**config.mk**
```make
export PLATFORM = sky130hd
export DESIGN_NAME = soft_mute_ctrl
export DESIGN_NICKNAME = d
export VERILOG_FILES = /design/src/rtl/sm_pkg.sv /design/src/rtl/sm_sync2.sv /design/src/rtl/sm_bclk_watch.sv /design/src/rtl/sm_gain_step.sv /design/src/rtl/sm_scale_ch.sv /design/src/rtl/soft_mute_ctrl.sv
export SDC_FILE = /design/constraint.sdc
export NUM_CORES = 2
export LEC_CHECK = 0
export BUFFER_PORTS_ARGS = -buffer_cell sky130_fd_sc_hd__buf_2
export CORE_MARGIN = 1.5
export CORE_UTILIZATION = 55
export CTS_BUF_LIST = sky130_fd_sc_hd__clkbuf_4 sky130_fd_sc_hd__clkbuf_8
export DETAILED_ROUTE_END_ITERATION = 16
export PLACE_DENSITY_LB_ADDON = 0.2
export REMOVE_ABC_BUFFERS = 1
export SLEW_MARGIN = 5
export SYNTH_ARGS = -nofsm -noshare
export SYNTH_HDL_FRONTEND = slang
export SYNTH_SLANG_ARGS = --single-unit
```
**constraint.sdc**
```tcl
create_clock -name clk -period 8.7 [get_ports clk]
set_input_delay 1.74 -clock clk [delete_from_list [all_inputs] [get_ports clk]]
set_output_delay 1.74 -clock clk [all_outputs]
set_load 0.01 [all_outputs]
```
**src/rtl/sm_pkg.sv**
```systemverilog
package sm_pkg;
  // gain decrement per strobe so that RAMP_LEN strobes cover unity
  function automatic int unsigned ramp_step(int unsigned gain_w, int unsigned ramp_len);
    return ((32'd1 << gain_w) + ramp_len - 1) / ramp_len;
  endfunction

  typedef enum logic [1:0] {
    MON_OK      = 2'd0,
    MON_LOST    = 2'd1,
    MON_ARMED   = 2'd2
  } mon_state_t;
endpackage

```
**src/rtl/sm_sync2.sv**
```systemverilog
module sm_sync2 (
  input  logic clk,
  input  logic rst_n,
  input  logic d_async,
  output logic q_sync
);
  logic meta_q;

  always_ff @(posedge clk or negedge rst_n) begin
    if (!rst_n) begin
      meta_q <= 1'b1;
      q_sync <= 1'b1;
    end else begin
      meta_q <= d_async;
      q_sync <= meta_q;
    end
  end
endmodule

```
**src/rtl/sm_bclk_watch.sv**
```systemverilog
module sm_bclk_watch
  import sm_pkg::*;
#(
  parameter int unsigned LOSS_CYCLES = 256
) (
  input  logic clk,
  input  logic rst_n,
  input  logic bclk_edge,
  input  logic strobe,
  output logic clk_lost
);
  localparam int unsigned CW = $clog2(LOSS_CYCLES + 1);
  localparam logic [CW-1:0] LIMIT = CW'(LOSS_CYCLES);

  logic [CW-1:0] idle_q;
  mon_state_t    st_q;
  logic          starve;

  assign starve   = (idle_q == LIMIT);
  assign clk_lost = (st_q != MON_OK);

  always_ff @(posedge clk or negedge rst_n) begin
    if (!rst_n) begin
      idle_q <= '0;
    end else if (bclk_edge) begin
      idle_q <= '0;
    end else if (!starve) begin
      idle_q <= idle_q + 1'b1;
    end
  end

  always_ff @(posedge clk or negedge rst_n) begin
    if (!rst_n) begin
      st_q <= MON_LOST;
    end else if (starve) begin
      st_q <= MON_LOST;
    end else if (strobe) begin
      case (st_q)
        MON_LOST:  st_q <= MON_ARMED;
        MON_ARMED: st_q <= MON_OK;
        default:   st_q <= MON_OK;
      endcase
    end
  end

  a_r6_starve_forces_loss: assert property (@(posedge clk) disable iff (!rst_n)
    starve |=> clk_lost);

  a_r7_clear_needs_strobe: assert property (@(posedge clk) disable iff (!rst_n)
    (clk_lost && !strobe) |=> clk_lost);
endmodule

```
**src/rtl/sm_gain_step.sv**
```systemverilog
module sm_gain_step
  import sm_pkg::*;
#(
  parameter int unsigned GAIN_W   = 16,
  parameter int unsigned RAMP_LEN = 800
) (
  input  logic            clk,
  input  logic            rst_n,
  input  logic            strobe,
  input  logic            mute_eff,
  output logic [GAIN_W:0] gain_next,
  output logic [GAIN_W:0] gain_q
);
  localparam logic [GAIN_W:0] UNITY = (GAIN_W+1)'(1) << GAIN_W;
  localparam logic [GAIN_W:0] STEP  = (GAIN_W+1)'(ramp_step(GAIN_W, RAMP_LEN));

  always_comb begin
    if (!mute_eff)
      gain_next = UNITY;
    else if (gain_q > STEP)
      gain_next = gain_q - STEP;
    else
      gain_next = '0;
  end

  always_ff @(posedge clk or negedge rst_n) begin
    if (!rst_n)
      gain_q <= '0;
    else if (strobe)
      gain_q <= gain_next;
  end

  a_r4_release_unity: assert property (@(posedge clk) disable iff (!rst_n)
    (strobe && !mute_eff) |=> (gain_q == UNITY));

  a_r3_ramp_monotone: assert property (@(posedge clk) disable iff (!rst_n)
    (strobe && mute_eff) |=> (gain_q <= $past(gain_q)));

  a_r9_gain_holds: assert property (@(posedge clk) disable iff (!rst_n)
    !strobe |=> $stable(gain_q));
endmodule

```
**src/rtl/sm_scale_ch.sv**
```systemverilog
module sm_scale_ch #(
  parameter int unsigned SAMPLE_W = 24,
  parameter int unsigned GAIN_W   = 16
) (
  input  logic signed [SAMPLE_W-1:0] din,
  input  logic        [GAIN_W:0]     gain,
  output logic signed [SAMPLE_W-1:0] dout
);
  localparam int unsigned PW = SAMPLE_W + GAIN_W + 2;

  function automatic logic signed [SAMPLE_W-1:0] apply_gain(
    input logic signed [SAMPLE_W-1:0] s,
    input logic        [GAIN_W:0]     g
  );
    logic signed [PW-1:0] p;
    p = PW'(s) * $signed(PW'({1'b0, g}));
    return p[GAIN_W +: SAMPLE_W];
  endfunction

  assign dout = apply_gain(din, gain);
endmodule

```
**src/rtl/soft_mute_ctrl.sv**
```systemverilog
module soft_mute_ctrl #(
  parameter int unsigned SAMPLE_W    = 24,
  parameter int unsigned GAIN_W      = 16,
  parameter int unsigned RAMP_LEN    = 800,
  parameter int unsigned LOSS_CYCLES = 256
) (
  input  logic                       clk,
  input  logic                       rst_n,
  input  logic                       mute_n,
  input  logic                       bclk_edge,
  input  logic                       smp_vld,
  input  logic signed [SAMPLE_W-1:0] smp_l,
  input  logic signed [SAMPLE_W-1:0] smp_r,
  output logic                       out_vld,
  output logic signed [SAMPLE_W-1:0] out_l,
  output logic signed [SAMPLE_W-1:0] out_r
);
  localparam int unsigned NCH = 2;

  logic              mute_n_s;
  logic              clk_lost;
  logic              mute_eff;
  logic [GAIN_W:0]   gain_next;
  logic [GAIN_W:0]   gain_q;
  logic signed [SAMPLE_W-1:0] ch_in  [NCH];
  logic signed [SAMPLE_W-1:0] ch_out [NCH];

  sm_sync2 u_mute_sync (
    .clk     (clk),
    .rst_n   (rst_n),
    .d_async (mute_n),
    .q_sync  (mute_n_s)
  );

  sm_bclk_watch #(.LOSS_CYCLES(LOSS_CYCLES)) u_watch (
    .clk       (clk),
    .rst_n     (rst_n),
    .bclk_edge (bclk_edge),
    .strobe    (smp_vld),
    .clk_lost  (clk_lost)
  );

  assign mute_eff = !mute_n_s || clk_lost;

  sm_gain_step #(.GAIN_W(GAIN_W), .RAMP_LEN(RAMP_LEN)) u_gain (
    .clk       (clk),
    .rst_n     (rst_n),
    .strobe    (smp_vld),
    .mute_eff  (mute_eff),
    .gain_next (gain_next),
    .gain_q    (gain_q)
  );

  assign ch_in[0] = smp_l;
  assign ch_in[1] = smp_r;

  for (genvar c = 0; c < NCH; c++) begin : g_ch
    sm_scale_ch #(.SAMPLE_W(SAMPLE_W), .GAIN_W(GAIN_W)) u_scale (
      .din  (ch_in[c]),
      .gain (gain_next),
      .dout (ch_out[c])
    );
  end

  always_ff @(posedge clk or negedge rst_n) begin
    if (!rst_n) begin
      out_vld <= 1'b0;
      out_l   <= '0;
      out_r   <= '0;
    end else begin
      out_vld <= smp_vld;
      if (smp_vld) begin
        out_l <= ch_out[0];
        out_r <= ch_out[1];
      end
    end
  end

  a_r9_valid_follows: assert property (@(posedge clk) disable iff (!rst_n)
    smp_vld |=> out_vld);

  a_r9_no_spurious_valid: assert property (@(posedge clk) disable iff (!rst_n)
    !smp_vld |=> (!out_vld && $stable(out_l) && $stable(out_r)));

  a_r5_zero_gain_silent: assert property (@(posedge clk) disable iff (!rst_n)
    (out_vld && gain_q == '0) |-> (out_l == '0 && out_r == '0));

  a_r4_unity_passthrough: assert property (@(posedge clk) disable iff (!rst_n)
    (smp_vld && !mute_eff) |=> (out_l == $past(smp_l) && out_r == $past(smp_r)));

  a_r1_mute_gates_gain: assert property (@(posedge clk) disable iff (!rst_n)
    (smp_vld && !mute_n_s && gain_q == '0) |=> (gain_q == '0));
endmodule

```
==> summary.md <==
| Metric | Value |
|---|---|
| Period utilisation layout | 96.0% |
| Max clock buf depth | 2 |
| Vias | 22200 |
| Ranking of synthesized cells by area | fa_1, inv_1, ha_1 |
| Die Width | 241 um |
| Clock sinks | 79 |
| Starting density of the core | about 55% |
| Final core utilization | between 50 and 60% |
| Final Hold Vio Count | 0 |
| DRT iter0 DRCs | 1040 |
| Worst EP required | between 9 and 10 ns |
| Distinct cell type count after synthesis | 64 |
| Vias in the first global route | 24900 |
| Crit-path max cell delay | 0.59 ns |
| Seq/Total Area, Yosys | between 6 and 7% |
| Global route overflow | 0 |
| Final net count | between 4000 and 5000 |
| Ys async rst share | 100% |
| Slowest cell on crit path | or4b_4 |
| Largest net degree at the start of global routing | 65 |
| Mapped Cells | 3403 |
| Share of cells above drive strength 1 | 8.17% |
| Die ar. | 58100 sq um |
| Final Wtd Congestion | 0.881 |
| RSZ-0062 raised after global routing | false |
| Crit path kind | reg -> reg |
| CTS tree | built |
| All-Layer GR Usage | 27.4% |
| FMAX | around 0.12 GHz |
| IO Count | 102 |
| PortBufs | 101 |
| Setup slack, reg-to-reg | ~0.35 ns |
| Max-slew violation count | 0 |
| Row cnt | 87 |
| WHS | 0.360 ns |
| Worst Max-Slew Pin Slew | about 1.2 ns |
| Critical Path Sink Type | flip-flop |
| Synth Flop Type | dfrtp_1 |
| Worst Hold Class | reg -> reg |
| Synth top area share | between 40% and 50% |
| CTS Root Cell | clkbuf_8 |
| ANT nets after route | 0 |
| Pre-Repair DR Iteration Count | 6 |
| Simple-gate area share of the yosys netlist | 15.6% |
| Number of synthesis warnings | 0 |
| Routed wire length | 73200 um |
| Status | finished, final reports clean |
| Max_cap viols | 0 |
| Post-synthesis compound-gate area fraction | between 3 and 4% |
| Hpwl dp | 60600 um |
| Placed Cells | 4178 |
| Post-synth EDFFs | 0 |
| Fillers | 5002 |
| Core area | 56200 sq um |
| Place WS | ~0.097 ns |
| Initial antenna violation count | 1 |
| Yosys reg bits | 79 |
| Mean cell area of the mapped netlist | 9.16 sq um |
| CTS clk-pin slew, worst paths | 0.09 ns |
| Cell taking the most area after synthesis | fa_1 |
| CP Data Arrival Time | 8.73 ns |
| H-tree Lvls | 3 |
| Mux share of post-synthesis cell area | 1.77% |
| DR DRC count | 0 |
| # hold bufs at CTS | 0 |
| Number of vias per cell | between 5 and 6 |
| Worst-Skew Late Latency | between 0.4 and 0.5 ns |
| Crit start category | flip-flop |
| Slew margin rel. | between 20% and 30% |
| Min cycle time layout | 8.35 ns |
| First-pass GRT wire length | 124000 um |
| Clock Skews | 0.00979 ns |
| Setup Viol. Count Final | 0 |
| Synthesized cell area | 31200 sq um |
| Chip height | 241 um |
| Setup ws final | between 0.3 and 0.4 ns |
| Adder-cell area share of the yosys netlist | 57.4% |
| Final Non-Filler Cells | approximately 4200 |
| Largest family of logic cells by synthesized area | adder cells |
| WL/cell | 17.4 um |
| Area grow syn2layout | 6.31% |
| Worst Path Max Fanout | 8 |
| Xor/xnor share of the synthesized area | 2.42% |
| TritonCTS Buffers | 9 |
[synth_stat cells, types with 18 or more instances]
| cell type | n |
|---|---|
| inv_1 | 923 |
| clkbuf_1 | 136 |
| nand2_1 | 482 |
| dfrtp_1 | 76 |
| xnor2_1 | 55 |
| ha_1 | 191 |
| nor2_1 | 51 |
| o21ai_0 | 30 |
| and2_1 | 368 |
| mux2_2 | 49 |
| a21o_1 | 18 |
| a21oi_1 | 54 |
| fa_1 | 774 |
| xor2_1 | 31 |
[area by class of cell]
class                   count  area, sq um  share of cell area (%)
clock inverters             7          121                   0.366
well taps                 756          946                    2.86
diodes                      1         2.50                 0.00755
repair buffers            178         1190                    3.59
inverters                 923         3460                    10.5
multi-input cells        2255        25300                    76.4
clock buffers               9          124                   0.374
flip-flops and latches     79         1980                    5.98
[what timing repair did]
item	4_1_cts	5_1_grt
setup endpoints to repair	0	26
resized for setup	0	6
buffers inserted	0	13
[cells in the final DEF (no fill, tap or decap), types with 30 or more instances in the layout]
cell type / instances
dfrtp_1: 76
inv_1: 923
o21ai_0: 30
mux2_2: 49
buf_4: 71
nand2_1: 482
and2_1: 368
a21oi_1: 54
xor2_1: 31
xnor2_1: 55
fa_1: 774
nor2_1: 38
ha_1: 191
buf_2: 99
[path summary, 6_finish.rpt]
| check | from | end | cells past startpoint |
|---|---|---|---|
| setup / recovery | u_gain.gain_q[1]$_DFFE_PN0P_ | out_r[22]$_DFFE_PN0P_ | 31 |
| hold / removal | u_mute_sync.meta_q$_DFF_PN1_ | u_mute_sync.q_sync$_DFF_PN1_ | 0 |
| setup reg to reg | u_gain.gain_q[1]$_DFFE_PN0P_ | out_r[22]$_DFFE_PN0P_ | 31 |
| hold reg to reg | u_mute_sync.meta_q$_DFF_PN1_ | u_mute_sync.q_sync$_DFF_PN1_ | 0 |
| max in group asynchronous | rst_n | out_r[7]$_DFFE_PN0P_ | 2 |
| min in group asynchronous | rst_n | out_l[0]$_DFFE_PN0P_ | 1 |
[sequential cells by signal, summed over array words and instances, names as in the netlist]
register            cells
u_watch.st_q            2
u_watch.idle_q          9
u_mute_sync.q_sync      1
out_vld                 1
u_mute_sync.meta_q      1
out_l                  24
out_r                  24
u_gain.gain_q          17
[kinds of logic (layout without fill, tap and decap cells)]
group / Yosys count / in the layout
multiplexers: 49 / 49
AO/OA/AOI/OAI: 167 / 167
buffers and inverters: 1069 / 1117
flip-flops: 79 / 79
other: 0 / 1
XOR/XNOR: 86 / 86
adder cells (fa/ha/maj): 965 / 965
AND/OR/NAND/NOR: 988 / 988
[through the flow]
stage	instance area [sq um]	TNS (ns)
2_1_floorplan	30600	-13.75
6_report	33100	0
4_1_cts	32900	0
3_3_place_gp	32700	0
3_5_place_dp	32700	0
5_1_grt	33100	0
[metal layers]
layer,track usage [%],vias to the layer above,part of all wire (%),routed length [um]
met5,0,-,0,0
met1,35.0,11700,40,29400
met4,8.64,0,3.0,2180
met3,2.58,119,4.3,3160
li1,-,9845,-,-
met2,49.1,578,53,38500
[worst max-delay path: cells and delay by family (launching register included)]
kind	cells	cell delay [ns]
buffers and inverters	8	0.77
AND/OR/NAND/NOR	7	1.73
AO/OA/AOI/OAI	8	1.75
flip-flops	1	0.47
adder cells (fa/ha/maj)	8	3.60
Power is left out: the tool's default activity adds up to more than one toggle a clock period on the data nets, which glitch-free logic cannot reach.
